<file path="src/rtl/lpm_pkg.sv">
package lpm_pkg;
  typedef enum logic [1:0] {
    LP_RUN      = 2'd0,
    LP_IDLE     = 2'd1,
    LP_DOWN     = 2'd2,
    LP_IDLE_RST = 2'd3
  } lp_state_t;
endpackage

</file>
<file path="src/rtl/lpm_cycle_timer.sv">
module lpm_cycle_timer #(
  parameter int MC_LEN = 12
) (
  input  logic clk,
  input  logic rst_ni,
  input  logic run_i,
  output logic tick_o
);
  localparam int CW = (MC_LEN > 1) ? $clog2(MC_LEN) : 1;
  localparam logic [CW-1:0] LAST = CW'(MC_LEN - 1);

  logic [CW-1:0] cnt_q, cnt_d;

  assign tick_o = run_i && (cnt_q == LAST);

  always_comb begin
    cnt_d = cnt_q;
    if (run_i) begin
      if (cnt_q == LAST) cnt_d = '0;
      else               cnt_d = cnt_q + CW'(1);
    end
  end

  always_ff @(posedge clk or negedge rst_ni) begin
    if (!rst_ni) cnt_q <= '0;
    else         cnt_q <= cnt_d;
  end
endmodule

</file>
<file path="src/rtl/lpm_reset_filter.sv">
module lpm_reset_filter #(
  parameter int RST_MC = 2
) (
  input  logic clk,
  input  logic rst_ni,
  input  logic pin_i,
  input  logic tick_i,
  output logic pin_sync_o,
  output logic rst_o
);
  localparam int HW = $clog2(RST_MC + 1);
  localparam logic [HW-1:0] HI_MAX = HW'(RST_MC);

  logic [1:0]    sync_q;
  logic [HW-1:0] hi_q, hi_d;

  assign pin_sync_o = sync_q[1];
  assign rst_o      = (hi_q == HI_MAX);

  always_comb begin
    hi_d = hi_q;
    if (!sync_q[1])                  hi_d = '0;
    else if (tick_i && hi_q != HI_MAX) hi_d = hi_q + HW'(1);
  end

  always_ff @(posedge clk or negedge rst_ni) begin
    if (!rst_ni) begin
      sync_q <= '0;
      hi_q   <= '0;
    end else begin
      sync_q <= {sync_q[0], pin_i};
      hi_q   <= hi_d;
    end
  end
endmodule

</file>
<file path="src/rtl/lpm_mode_fsm.sv">
module lpm_mode_fsm
  import lpm_pkg::*;
#(
  parameter int NIRQ = 5
) (
  input  logic            clk,
  input  logic            rst_ni,
  input  logic            sys_rst_i,
  input  logic            pin_s_i,
  input  logic            tick_i,
  input  logic            mode_wr_i,
  input  logic            idle_req_i,
  input  logic            pd_req_i,
  input  logic [NIRQ-1:0] irq_i,
  output lp_state_t       state_o
);
  lp_state_t state_q, state_d;
  logic      wake_q, wake_d;
  logic      any_irq;

  assign any_irq = |irq_i;
  assign state_o = state_q;

  always_comb begin
    state_d = state_q;
    wake_d  = wake_q;
    if (sys_rst_i) begin
      state_d = LP_RUN;
      wake_d  = 1'b0;
    end else begin
      unique case (state_q)
        LP_RUN: begin
          if (mode_wr_i && pd_req_i)        state_d = LP_DOWN;
          else if (mode_wr_i && idle_req_i) state_d = LP_IDLE;
        end
        LP_IDLE: begin
          if (pin_s_i) begin
            state_d = LP_IDLE_RST;
            wake_d  = 1'b0;
          end else if (tick_i && (wake_q || any_irq)) begin
            state_d = LP_RUN;
            wake_d  = 1'b0;
          end else begin
            wake_d  = wake_q || any_irq;
          end
        end
        LP_IDLE_RST: begin
          if (!pin_s_i) state_d = LP_RUN;
        end
        default: state_d = state_q;
      endcase
    end
  end

  always_ff @(posedge clk or negedge rst_ni) begin
    if (!rst_ni) begin
      state_q <= LP_RUN;
      wake_q  <= 1'b0;
    end else begin
      state_q <= state_d;
      wake_q  <= wake_d;
    end
  end
endmodule

</file>
<file path="src/rtl/lpm_pin_ctl.sv">
module lpm_pin_ctl
  import lpm_pkg::*;
(
  input  lp_state_t state_i,
  input  logic      ext_code_i,
  output logic      cpu_clk_en_o,
  output logic      per_clk_en_o,
  output logic      ram_wr_block_o,
  output logic      idle_flag_o,
  output logic      pd_flag_o,
  output logic      pin_hold_o,
  output logic      pin_level_o,
  output logic      p0_float_o,
  output logic      p2_addr_hold_o
);
  logic asleep;

  always_comb begin
    asleep         = (state_i == LP_IDLE) || (state_i == LP_DOWN);
    cpu_clk_en_o   = (state_i == LP_RUN) || (state_i == LP_IDLE_RST);
    per_clk_en_o   = (state_i != LP_DOWN);
    ram_wr_block_o = (state_i == LP_IDLE_RST);
    idle_flag_o    = (state_i == LP_IDLE) || (state_i == LP_IDLE_RST);
    pd_flag_o      = (state_i == LP_DOWN);
    pin_hold_o     = asleep;
    pin_level_o    = (state_i == LP_IDLE);
    p0_float_o     = ext_code_i && asleep;
    p2_addr_hold_o = ext_code_i && (state_i == LP_IDLE);
  end
endmodule

</file>
<file path="src/rtl/lpm_ctrl.sv">
module lpm_ctrl
  import lpm_pkg::*;
#(
  parameter int MC_LEN = 12,
  parameter int RST_MC = 2,
  parameter int NIRQ   = 5
) (
  input  logic            clk,
  input  logic            rst_n,
  input  logic            rst_pin,
  input  logic            mode_wr,
  input  logic            idle_req,
  input  logic            pd_req,
  input  logic [NIRQ-1:0] irq,
  input  logic            ext_code,
  output logic            cpu_clk_en,
  output logic            per_clk_en,
  output logic            sys_rst,
  output logic            ram_wr_block,
  output logic            idle_flag,
  output logic            pd_flag,
  output logic            pin_hold,
  output logic            pin_level,
  output logic            p0_float,
  output logic            p2_addr_hold
);
  logic [1:0] rsync_q;
  logic       rst_ni;
  lp_state_t  state;
  logic       pin_s;
  logic       mc_tick;
  logic       osc_on;

  always_ff @(posedge clk or negedge rst_n) begin
    if (!rst_n) rsync_q <= '0;
    else        rsync_q <= {rsync_q[0], 1'b1};
  end
  assign rst_ni = rsync_q[1];

  assign osc_on = (state != LP_DOWN) || pin_s;

  lpm_cycle_timer #(.MC_LEN(MC_LEN)) u_timer (
    .clk    (clk),
    .rst_ni (rst_ni),
    .run_i  (osc_on),
    .tick_o (mc_tick)
  );

  lpm_reset_filter #(.RST_MC(RST_MC)) u_filter (
    .clk        (clk),
    .rst_ni     (rst_ni),
    .pin_i      (rst_pin),
    .tick_i     (mc_tick),
    .pin_sync_o (pin_s),
    .rst_o      (sys_rst)
  );

  lpm_mode_fsm #(.NIRQ(NIRQ)) u_fsm (
    .clk        (clk),
    .rst_ni     (rst_ni),
    .sys_rst_i  (sys_rst),
    .pin_s_i    (pin_s),
    .tick_i     (mc_tick),
    .mode_wr_i  (mode_wr),
    .idle_req_i (idle_req),
    .pd_req_i   (pd_req),
    .irq_i      (irq),
    .state_o    (state)
  );

  lpm_pin_ctl u_pins (
    .state_i        (state),
    .ext_code_i     (ext_code),
    .cpu_clk_en_o   (cpu_clk_en),
    .per_clk_en_o   (per_clk_en),
    .ram_wr_block_o (ram_wr_block),
    .idle_flag_o    (idle_flag),
    .pd_flag_o      (pd_flag),
    .pin_hold_o     (pin_hold),
    .pin_level_o    (pin_level),
    .p0_float_o     (p0_float),
    .p2_addr_hold_o (p2_addr_hold)
  );
endmodule

</file>
<file path="config.mk">
export PLATFORM = sky130hd
export DESIGN_NAME = lpm_ctrl
export DESIGN_NICKNAME = d
export VERILOG_FILES = /design/src/rtl/lpm_pkg.sv /design/src/rtl/lpm_cycle_timer.sv /design/src/rtl/lpm_reset_filter.sv /design/src/rtl/lpm_mode_fsm.sv /design/src/rtl/lpm_pin_ctl.sv /design/src/rtl/lpm_ctrl.sv
export SDC_FILE = /design/constraint.sdc
export NUM_CORES = 1
export LEC_CHECK = 0
export ABC_CLOCK_PERIOD_IN_PS = 1500
export CORE_MARGIN = 2
export CORE_UTILIZATION = 34
export CTS_CLUSTER_DIAMETER = 60
export CTS_CLUSTER_SIZE = 14
export DETAILED_ROUTE_END_ITERATION = 16
export GPL_TIMING_DRIVEN = 1
export REMOVE_ABC_BUFFERS = 1
export SYNTH_ARGS = -nofsm -noshare
export SYNTH_HDL_FRONTEND = slang
export SYNTH_HIERARCHICAL = 1
export SYNTH_SLANG_ARGS = --single-unit
export TNS_END_PERCENT = 1
</file>
<file path="constraint.sdc">
create_clock -name clk -period 1.5 [get_ports clk]
set_input_delay 0.3 -clock clk [delete_from_list [all_inputs] [get_ports clk]]
set_output_delay 0.3 -clock clk [all_outputs]
set_load 0.01 [all_outputs]
</file>
==> results by group <==
Run status
  • Status: complete, but fails checks
  • Violated checks: negative setup slack

Logic synthesis
  • Async SR Flop Fraction: 100%
  • Synth top area share: between 40% and 50%
  • Top-count cell post-synth: dfrtp_1
  • Ys Warns: 6
  • Part of the Yosys area used for sequential elements: approximately 46%
  • Synth cell count leaders: 13 x dfrtp_1, 8 x inv_1, 6 x ha_1, 6 x nand2_1, 6 x nor2_1
  • Post-synth EDFFs: 0
  • Syn Std Cell Area: around 700 sq um
  • Main flop type after synthesis: dfrtp_1
  • Cell count after synthesis: 69
  • Top post-synthesis cells by area: dfrtp_1 46%, ha_1 11%, inv_1 4.3%
  • Yosys top cell by area: dfrtp_1
  • Syn_area_per_cell: roughly 10 sq um
  • Number of synthesized register bits: 13
  • Yosys cell types: 27

Routing
  • Detailed Route Iter0 Violations: 6
  • Wirelength per Cell: roughly 11 um
  • Vias: 619
  • Drt first pass iters: 4
  • DRC viols: 0
  • Number of routed nets with antenna violations: 0
  • Drt via density: about 4.6
  • WL final: about 1500 um

Worst setup path
  • Cell Chain, Critical Path: buf_6 > buf_6 > ha_4 > or2_1 > buf_2
  • R2R depth: 7
  • Critical path endpoint category: primary output
  • CP max FO: 3
  • Startpoint Class: flop
  • Setup CP Type: reg -> out
  • Critical path depth: 5
  • WP buf/inv: 3
  • CP arrival: 1.39 ns
  • Crit-path max cell delay: ~0.41 ns
  • Critical Path RT: between 1 and 1.5 ns
  • Top cell by count, worst path: buf_6
  • Worst path slowest cell: dfrtp_1
  • Delay-heaviest family, CP: flip-flops

Power and ir drop
  • PwrDens: between 1500 and 2000 mW/mm^2
  • Clock power share: 11.8%
  • Internal power: between 1 and 1.5 mW
  • Comb power frac: 56.3%
  • Switching share of power: a little over a third
  • Sequential share of power: about a third
  • Cell leakage power: approximately 0.50 nW
  • VDD IR max: between 0.8 and 0.9 mV
  • Psw: 0.624 mW
  • Post-route total power: about 1.7 mW

Clock tree
  • CTS H-Tree Depth: 1
  • CTS Buf Count: 3
  • Root buffer cell: clkbuf_4
  • Clock Path Buffers: 2
  • Worst-path clk slew: about 0.07 ns
  • Clock tree from TritonCTS: yes
  • Hold Buf Count CTS: 0
  • Insertion delay to the later sink of the worst-skew pair: between 0.2 and 0.3 ns
  • Clock net sink count: 13

Global routing
  • First-pass GRT wire length: 2640 um
  • Global Route Usage Sum: around 14%
  • Total congestion overflow: 0
  • Number of global-route vias before repair: 641
  • Antenna violations before repair: 0
  • Largest net degree at the start of global routing: 12

STA
  • RSZ-0062 raised after global routing: true
  • Max Clock Skew: between 0.001 and 0.0015 ns
  • Final Max Tran Viols: 0
  • Endpoints failing setup: 13
  • Final WS setup: -0.195 ns
  • Hold Vio Cnt, Final: 0
  • Final worst-path cycle share: 113%
  • Max Fclk: between 500 and 600 MHz
  • Tmin final: about 1.7 ns

Cells and area
  • Fin cells: roughly 130
  • # fillers: roughly 200
  • Area delta synth->final: 55.7%
  • Share of layout cells above drive strength 1: a little under two fifths
  • Final instance area: between 0.001 and 0.0015 sq mm
  • Fin nets: between 100 and 150
  • Number of inserted diodes: 0
  • Util after Layout: ~56%

Die
  • # rows: 16
  • I/O pins: 22
  • Core area: 0.00196 sq mm
  • DIE WIDTH: around 50 um
  • Die area: ~0.0024 sq mm
  • Starting density of the core: around 36%
  • Die Y: about 49 um

Place
  • Placed Area: between 0.001 and 0.0015 sq mm
  • Pre-CTS WS: -0.231 ns
  • Port Buf Inserts: 21
  • GP Congestion: just over 0.7
  • Dpl hpwl: ~1100 um
  • Placed cell count: about 130

Worst hold path
  • Hold WC Path Type: reg -> async

Flow run
  • Max_cap viols: 0
==> routing by layer <==
| layer | vias up | routed length [um] | track usage [%] |
|---|---|---|---|
| met2 | 17 | 742 | 25.9 |
| met3 | 2 | 82 | 3.68 |
| met4 | 0 | 14 | 8.33 |
| met5 | - | 0 | 0 |
| met1 | 285 | 646 | 14.3 |
| li1 | 315 | - | - |
==> final timing paths <==
| check | startpoint | endpoint | slack [ns] |
|---|---|---|---|
| setup / recovery | u_fsm/state_o[0] | idle_flag | -0.19 |
| hold / removal | rsync_q[1] | u_timer/cnt_q[2] | 0.17 |
| setup reg to reg | u_fsm/state_o[0] | u_fsm/wake_q | -0.14 |
| hold reg to reg | rsync_q[1] | u_timer/cnt_q[2] | 0.17 |
| max in group asynchronous | rsync_q[1] | u_fsm/state_o[1] | 1.01 |
| min in group clk | u_filter/sync_q[0] | u_filter/sync_q[1] | 0.35 |
==> cell usage in the layout, fill, tap and decap left out, drive strengths merged <==
| cell | Yosys | routed |
|---|---|---|
| ha | 6 | 6 |
| a21boi | 1 | 1 |
| nand2b | 2 | 2 |
| and2 | 1 | 1 |
| or3b | 1 | 1 |
| a211oi | 2 | 2 |
| o21ai | 6 | 6 |
| nor4bb | 1 | 1 |
| dlygate4sd2 | 0 | 1 |
| inv | 8 | 8 |
| nand3 | 1 | 1 |
| nand2 | 7 | 7 |
| nor4 | 2 | 2 |
| clkbuf | 0 | 7 |
| or2 | 1 | 1 |
| nand4bb | 2 | 2 |
| mux2 | 2 | 2 |
| nand3b | 1 | 1 |
| nor2b | 2 | 2 |
| a32o | 1 | 1 |
| clkdlybuf4s50 | 0 | 11 |
| and4b | 1 | 1 |
| conb | 1 | 1 |
| clkdlybuf4s15 | 0 | 2 |
| nor3 | 1 | 1 |
| dfrtp | 13 | 13 |
| buf | 0 | 17 |
| nor2 | 6 | 6 |
==> stage by stage <==
stage          hold WS (ns)  TNS, ns
2_1_floorplan       0.00441        0
3_3_place_gp          0.190    -1.63
3_5_place_dp          0.191    -2.01
4_1_cts               0.175    -1.64
5_1_grt               0.169    -2.26
6_report              0.173    -1.13
==> state kept, by name, summed over array words and instances, names as in the netlist <==
signal	count
u_filter/hi_q	2
u_filter/sync_q	2
u_fsm/state_o	2
u_timer/cnt_q	4
rsync_q	2
u_fsm/wake_q	1
==> cell type report <==
cell class	count	area (sq um)	area share [%]
Inverter	8	30.0	2.75
Tap cell	27	33.8	3.10
Sequential cell	13	327	29.9
Clock buffer	4	26.3	2.41
Multi-Input combinational cell	48	393	36.0
Timing Repair Buffer	34	282	25.8
==> power groups by stage <==
stage,sequential [mW],combinational (mW),clock (mW)
final,0.553,0.974,0.204
after global routing,0.574,1.09,0.240
after CTS,0.546,0.903,0.219
after detailed placement,0.562,0.912,0
after global placement,0.556,0.887,0
after floorplan,0.551,0.444,0
==> repair_timing <==
action | in CTS | in global routing
pin swaps | 5 | 2
endpoints found under the setup margin | 17 | 18
resized for setup | 34 | 13
buffers inserted | 3 | 0
hold endpoints to repair | 0 | 0
==> cells by family (layout without fill, tap and decap cells) <==
logic type / after synthesis / after routing / share of synthesized area (%)
buffers and inverters: 8 / 46 / 4.29
muxes: 2 / 2 / 3.75
AOI/OAI and AO/OA: 10 / 10 / 8.93
other: 1 / 1 / 0.535
adders and majority gates: 6 / 6 / 10.7
DFF: 13 / 13 / 46.4
and+or+nand+nor: 29 / 29 / 25.4
(Power assumes the default switching activity.)
